<file path="config.mk">
export PLATFORM = sky130hd
export DESIGN_NAME = dmac_regfile
export DESIGN_NICKNAME = d
export VERILOG_FILES = /design/src/rtl/dmac_regs_pkg.sv /design/src/rtl/dmac_byte_ptr.sv /design/src/rtl/dmac_chan.sv /design/src/rtl/dmac_regfile.sv
export SDC_FILE = /design/constraint.sdc
export NUM_CORES = 1
export LEC_CHECK = 0
export ABC_AREA = 1
export BUFFER_PORTS_ARGS = -buffer_cell sky130_fd_sc_hd__buf_2
export CAP_MARGIN = 20
export CORE_AREA = 5 5 140 142
export CTS_BUF_LIST = sky130_fd_sc_hd__clkbuf_16
export CTS_CLUSTER_SIZE = 8
export DETAILED_ROUTE_END_ITERATION = 10
export DIE_AREA = 0 0 145 147
export HOLD_SLACK_MARGIN = 0.12
export PLACE_DENSITY = 0.6
export SLEW_MARGIN = 30
export SYNTH_ARGS = -nofsm -noshare
export SYNTH_HDL_FRONTEND = slang
export SYNTH_SLANG_ARGS = --single-unit
</file>
<file path="constraint.sdc">
create_clock -name clk -period 3 [get_ports clk]
set_input_delay 0 -clock clk [delete_from_list [all_inputs] [get_ports clk]]
set_output_delay 0 -clock clk [all_outputs]
set_load 0.02 [all_outputs]
</file>
<file path="src/rtl/dmac_regs_pkg.sv">
package dmac_regs_pkg;

    localparam int NUM_CH   = 4;
    localparam int BYTE_W   = 8;
    localparam int WORD_W   = 16;
    localparam int IDX_W    = 4;
    localparam int CH_W     = $clog2(NUM_CH);
    localparam int MODE_W   = 6;

    localparam logic [IDX_W-1:0] IX_CMD     = 4'h8;
    localparam logic [IDX_W-1:0] IX_STATUS  = 4'h8;
    localparam logic [IDX_W-1:0] IX_REQ     = 4'h9;
    localparam logic [IDX_W-1:0] IX_MASK1   = 4'hA;
    localparam logic [IDX_W-1:0] IX_MODE    = 4'hB;
    localparam logic [IDX_W-1:0] IX_PTRCLR  = 4'hC;
    localparam logic [IDX_W-1:0] IX_MRESET  = 4'hD;
    localparam logic [IDX_W-1:0] IX_UNMASK  = 4'hE;
    localparam logic [IDX_W-1:0] IX_MASKALL = 4'hF;

    typedef struct packed {
        logic [1:0] op_kind;
        logic       step_down;
        logic       auto_reload;
        logic [1:0] xfer_kind;
    } chan_mode_t;

    typedef struct packed {
        logic ack_high;
        logic req_low;
        logic ext_write;
        logic rotate_prio;
        logic short_timing;
        logic enable;
        logic ch0_hold;
        logic mem2mem;
    } cmd_reg_t;

    function automatic logic [WORD_W-1:0] put_byte(
        input logic [WORD_W-1:0] word,
        input logic              hi,
        input logic [BYTE_W-1:0] b
    );
        logic [WORD_W-1:0] r;
        r = word;
        if (hi) r[WORD_W-1:BYTE_W] = b;
        else    r[BYTE_W-1:0]      = b;
        return r;
    endfunction

endpackage

</file>
<file path="src/rtl/dmac_byte_ptr.sv">
module dmac_byte_ptr (
    input  logic clk,
    input  logic rst,
    input  logic step,
    input  logic clear,
    output logic hi_sel
);
    always_ff @(posedge clk) begin
        if (rst || clear) hi_sel <= 1'b0;
        else if (step)    hi_sel <= ~hi_sel;
    end

    p_ptr_step_r3: assert property (@(posedge clk) disable iff (rst)
        (step && !clear) |=> (hi_sel != $past(hi_sel)));
    p_ptr_clear_r4: assert property (@(posedge clk) disable iff (rst)
        clear |=> !hi_sel);
endmodule

</file>
<file path="src/rtl/dmac_chan.sv">
module dmac_chan
    import dmac_regs_pkg::*;
(
    input  logic              clk,
    input  logic              rst,
    input  logic              hi_sel,
    input  logic [BYTE_W-1:0] wdata,
    input  logic              addr_wr,
    input  logic              cnt_wr,
    input  logic              req_wr,
    input  logic              req_val,
    input  logic              mask_wr,
    input  logic              mask_val,
    input  logic              unmask_all,
    input  logic              mode_wr,
    input  chan_mode_t        mode_val,
    input  logic              mreset,
    input  logic              tc_set,
    input  logic              tc_clr,
    output logic [WORD_W-1:0] addr_q,
    output logic [WORD_W-1:0] cnt_q,
    output logic              mask_q,
    output logic              req_q,
    output logic              tc_q,
    output chan_mode_t        mode_q
);
    always_ff @(posedge clk) begin
        if (rst) begin
            addr_q <= '0;
            cnt_q  <= '0;
            mode_q <= '0;
        end else begin
            if (addr_wr) addr_q <= put_byte(addr_q, hi_sel, wdata);
            if (cnt_wr)  cnt_q  <= put_byte(cnt_q, hi_sel, wdata);
            if (mode_wr) mode_q <= mode_val;
        end
    end

    always_ff @(posedge clk) begin
        if (rst || mreset)   mask_q <= 1'b1;
        else if (unmask_all) mask_q <= 1'b0;
        else if (mask_wr)    mask_q <= mask_val;
    end

    always_ff @(posedge clk) begin
        if (rst || mreset) req_q <= 1'b0;
        else if (req_wr)   req_q <= req_val;
    end

    always_ff @(posedge clk) begin
        if (rst)                  tc_q <= 1'b0;
        else if (tc_set)          tc_q <= 1'b1;
        else if (tc_clr || mreset) tc_q <= 1'b0;
    end

    p_tc_set_r12: assert property (@(posedge clk) disable iff (rst)
        tc_set |=> tc_q);
    p_mreset_r10: assert property (@(posedge clk) disable iff (rst)
        mreset |=> (mask_q && !req_q));
endmodule

</file>
<file path="src/rtl/dmac_regfile.sv">
module dmac_regfile
    import dmac_regs_pkg::*;
(
    input  logic                     clk,
    input  logic                     rst,
    input  logic                     wr_en,
    input  logic                     rd_en,
    input  logic [IDX_W-1:0]         reg_idx,
    input  logic [BYTE_W-1:0]        wr_data,
    output logic [BYTE_W-1:0]        rd_data,
    input  logic [NUM_CH-1:0]        tc_in,
    output logic [NUM_CH-1:0]        chan_mask,
    output logic [NUM_CH-1:0]        chan_req,
    output logic [NUM_CH*MODE_W-1:0] chan_mode,
    output logic [BYTE_W-1:0]        cmd_out
);
    logic              rd_cyc, word_sel, is_cnt, stat_rd, hi_sel;
    logic [CH_W-1:0]   ch_idx;
    logic [NUM_CH-1:0] tc_v;
    logic [WORD_W-1:0] addr_a [NUM_CH];
    logic [WORD_W-1:0] cnt_a  [NUM_CH];
    logic [WORD_W-1:0] sel_word;
    cmd_reg_t          cmd_q;

    assign rd_cyc   = rd_en && !wr_en;
    assign word_sel = !reg_idx[IDX_W-1];
    assign is_cnt   = reg_idx[0];
    assign ch_idx   = reg_idx[CH_W:1];
    assign stat_rd  = rd_cyc && (reg_idx == IX_STATUS);

    dmac_byte_ptr u_ptr (
        .clk    (clk),
        .rst    (rst),
        .step   ((wr_en || rd_cyc) && word_sel),
        .clear  (wr_en && (reg_idx == IX_PTRCLR || reg_idx == IX_MRESET)),
        .hi_sel (hi_sel)
    );

    for (genvar n = 0; n < NUM_CH; n++) begin : g_ch
        logic       pick;
        chan_mode_t mode_n;
        assign pick = (wr_data[CH_W-1:0] == CH_W'(n));

        dmac_chan u_chan (
            .clk        (clk),
            .rst        (rst),
            .hi_sel     (hi_sel),
            .wdata      (wr_data),
            .addr_wr    (wr_en && word_sel && ch_idx == CH_W'(n) && !is_cnt),
            .cnt_wr     (wr_en && word_sel && ch_idx == CH_W'(n) && is_cnt),
            .req_wr     (wr_en && reg_idx == IX_REQ && pick),
            .req_val    (wr_data[2]),
            .mask_wr    (wr_en && ((reg_idx == IX_MASK1 && pick) || reg_idx == IX_MASKALL)),
            .mask_val   ((reg_idx == IX_MASKALL) ? wr_data[n] : wr_data[2]),
            .unmask_all (wr_en && reg_idx == IX_UNMASK),
            .mode_wr    (wr_en && reg_idx == IX_MODE && pick),
            .mode_val   (chan_mode_t'(wr_data[BYTE_W-1:2])),
            .mreset     (wr_en && reg_idx == IX_MRESET),
            .tc_set     (tc_in[n]),
            .tc_clr     (stat_rd),
            .addr_q     (addr_a[n]),
            .cnt_q      (cnt_a[n]),
            .mask_q     (chan_mask[n]),
            .req_q      (chan_req[n]),
            .tc_q       (tc_v[n]),
            .mode_q     (mode_n)
        );
        assign chan_mode[n*MODE_W +: MODE_W] = mode_n;
    end

    always_ff @(posedge clk) begin
        if (rst)                             cmd_q <= '0;
        else if (wr_en && reg_idx == IX_CMD) cmd_q <= cmd_reg_t'(wr_data);
    end
    assign cmd_out = cmd_q;

    always_comb begin
        sel_word = is_cnt ? cnt_a[ch_idx] : addr_a[ch_idx];
        rd_data  = 8'hFF;
        if (word_sel)
            rd_data = hi_sel ? sel_word[WORD_W-1:BYTE_W] : sel_word[BYTE_W-1:0];
        else if (reg_idx == IX_STATUS)
            rd_data = BYTE_W'({chan_req, tc_v});
    end

    p_cmd_load_r5: assert property (@(posedge clk) disable iff (rst)
        (wr_en && reg_idx == IX_CMD) |=> (cmd_out == $past(wr_data)));
    p_idle_hold_r6: assert property (@(posedge clk) disable iff (rst)
        !wr_en |=> ($stable(chan_req) && $stable(chan_mask) && $stable(cmd_out)));
    p_unmask_r9: assert property (@(posedge clk) disable iff (rst)
        (wr_en && reg_idx == IX_UNMASK) |=> (chan_mask == '0));
    p_status_clear_r11: assert property (@(posedge clk) disable iff (rst)
        stat_rd |=> ((tc_v & ~$past(tc_in)) == '0));
    p_noread_ff_r13: assert property (@(posedge clk) disable iff (rst)
        (rd_cyc && reg_idx > IX_STATUS) |-> (rd_data == 8'hFF));
endmodule

</file>
==> flow_metrics.tcl <==
set metrics [dict create \
    synth_net_count 1185 \
    yosysTopAreaCell "dfxtp_1" \
    finalCriticalPeriod_ns 2.26 \
    synth.top_cells.by_count "nand2_1 (297), dfxtp_1 (173), o21ai_0 (152), a21oi_1 (139), nand3_1 (95)" \
    globalRouteTotalUtil 0.218 \
    ctsRootBufferMaster "clkbuf_16" \
    tritoncts_num_sinks 173 \
    slowest_stage "dlygate4sd3_1" \
    ys_ff_latch 173 \
    critical_path_depth 8 \
    ys_async_sr_fraction 0 \
    start_util 0.435 \
    grt_first_pass_wirelength_um 37500 \
    post-synth-top-area-fraction 0.434 \
    power.leakage_uw 0.00369 \
    wp_data_arrival_ns 2.64 \
    path_cells "buf_2 -> nor2_4 -> inv_2 -> nor3_2 -> nand3_1 -> dlygate4sd3_1 -> a21oi_1 -> dlygate4sd3_1" \
    design.final.nets 1211 \
    maxCapViolCount 0 \
    cells_on_worst_hold_path 3 \
    timing.rr.start "u_ptr.hi_sel" \
    clockBufferDepth 2 \
    post_cts_resize_count 0 \
    worstPathBufferInverterCount 4 \
    worst_skew_pair.late_latency_ns 0.43 \
    finalWeightedCongestion 0.901 \
    overall_die_area_sq_um 21300 \
    slew_worst_pin_ns 0.701 \
    count_of_mapped_cells_out_of_synthesis 1165 \
    reg2reg_depth 4 \
    worstHoldEndpoint "g_ch[1].u_chan.cnt_q[7]" \
    cts_inserted_buffers 17 \
    outcome "complete, no violations" \
    syn2layout_area_growth_pct 12.6 \
    initialDrtViolationCount 642 \
    number_of_antenna_violations_at_the_first_check_in_global_routing 0 \
    final_worst_clock_skew_ns 0.00467 \
    residual_drc 0 \
    core_area_sq_um 18300 \
    fp.dieW_um 145 \
    pre_cts_slack_ns 1.03 \
    vias 7351 \
    design_power_total_uw 4930 \
    finalHoldViolCount 0 \
    primary_ff_master_synth "dfxtp_1" \
    mapped_avg_cell_area_sq_um 6.84 \
    synth_edf_count 0 \
    post-synth-top-count-cell "nand2_1" \
    maxSlewViolCount 0 \
    grt_pass1_vias 6978 \
    worst-endpoint-required_ns 3.38 \
    route.antenna.remaining_nets 0 \
    tritoncts "built" \
    cp_slowest_stage_delay_ns 0.59 \
    finalSetupTns_ns 0 \
    final_core_utilization 0.490 \
    finalSetupViolations 0 \
    ir_drop_mv 0.449 \
    clock_input_transition_at_the_sequential_cells_of_the_worst_setup_and_hold_paths_ns 0.07 \
    yosys_warnings 0 \
    maximum_number_of_pins_on_one_net_before_global_route_repair 70 \
    antenna_cells_inserted 0 \
    synth_cell_types 25 \
    r2r-end "g_ch[0].u_chan.addr_q[10]" \
    floorplan.rows 50 \
    drt-vias-per-instance 5.11 \
    firstDrtPassIters 5 \
    syn-cell-area_sq_um 7970 \
    post_drt_wl_per_cell_um 16.3 \
    endpoint_kind "register" \
    ioPinCount 68 \
    drt_wl_total_um 23500 \
    synth.yosys.seq_area_share 0.434 \
    netlist_top_cells_area "dfxtp_1 (43%), nand2_1 (14%), o21ai_0 (9.5%)" \
    placed_area_sq_um 8240 \
    fp.dieH_um 147 \
    ctsHtreeMaxLevel 4 \
    min-delay-path-class "input pin to register" \
    timing.critical_path.from "reg_idx[1]" \
    post-route-worst-setup-slack_ns 0.741 \
    timing.final.crit_share 0.753 \
    i_o_buffers 67 \
    timing.critical_path.max_delay_family "buffers and inverters" \
    cellPowerDensity_nw_per_um2 548 \
    criticalPathCategory "input pin to register" \
    rsz_0062_raised_after_global_routing "false" \
    timing.reg2reg.setup_slack_ns 1.11 \
    fin_area_sq_um 8980 \
    hold_path_startpoint "wr_data[7]" \
    crit_fanout 22 \
    layout-drive-gt1-share 0.122 \
    worst_slew_margin_rel 0.530 \
    place_hpwl_um 15000 \
    cp-start-kind "input pin" \
    timing.critical_path.mode_cell "dlygate4sd3_1" \
    global_route_overflow 0 \
    maxClockFrequency_ghz 0.443 \
]
where the power goes:
| group | switching [uW] | total [uW] | internal (uW) |
|---|---|---|---|
| clock | 989 | 2140 | 1160 |
| combinational | 317 | 431 | 114 |
| sequential | 20.7 | 2350 | 2330 |
worst register-to-register path: cells and delay by family (launching register included):
kind | cells | cell delay (ns)
AOI/OAI and AO/OA | 2 | 0.42
buffers and inverters | 1 | 0.27
DFF | 1 | 0.61
and+or+nand+nor | 1 | 0.47
cells in the final DEF (no fill, tap or decap), drive strengths merged:
cell type / Yosys / layout
nand2: 303 / 303
dfxtp: 173 / 173
o21ai: 164 / 164
a21oi: 139 / 139
inv: 103 / 108
nand3: 99 / 99
nor2: 81 / 81
buf: 49 / 81
dlygate4sd3: 0 / 18
clkbuf: 43 / 17
nand4: 6 / 6
clkinv: 2 / 6
clkinvlp: 0 / 5
nor3: 2 / 2
a221oi: 1 / 1
bufinv: 0 / 1
flip-flops by register name, indices dropped and copies added (netlist names):
name                flops
cmd_out                 8
g_ch.u_chan.addr_q     64
g_ch.u_chan.cnt_q      64
g_ch.u_chan.mask_q      4
g_ch.u_chan.mode_q     24
g_ch.u_chan.req_q       4
g_ch.u_chan.tc_q        4
u_ptr.hi_sel            1
layer usage:
metal / part of all wire / vias to the layer above / track usage
met3: 0.056 / 32 / 0.0457
met2: 0.47 / 214 / 0.357
li1: - / 3801 / -
met1: 0.46 / 3304 / 0.292
met4: 0.018 / 0 / 0.0626
met5: 0 / - / 0
cell families after synthesis:
logic type      share of synthesized area
simple gates                        0.264
flops                               0.434
buf+inv                             0.110
compound gates                      0.191
per-stage QoR:
stage,std cells,hold slack (ns)
finish,1438,0.148
global route,1438,0.154
CTS,1438,0.132
detailed placement,1388,0.250
global placement,1388,0.250
floorplan,1165,0.0787
worst max path at each step:
stage,end
after global routing,cmd_out[3]
final,cmd_out[3]
after detailed placement,rd_data[6]
after floorplan,g_ch[1].u_chan.cnt_q[10]
after CTS,cmd_out[3]
after global placement,g_ch[3].u_chan.addr_q[10]
timing repair:
action / 4_1_cts / 5_1_grt
buffers inserted: 0 / 0
hold buffers: 18 / 0
endpoints found under the setup margin: 0 / 0
endpoints found under the hold margin: 61 / 0
area by class of cell:
type	instances	area, sq um
flip-flops and latches	173	3460
clock inverters	15	139
fillers	1862	9350
repair buffers	99	633
inverters	105	394
clock buffers	17	425
well taps	234	293
multi-input cells	795	3630
Power figures use the tool's default switching activity.
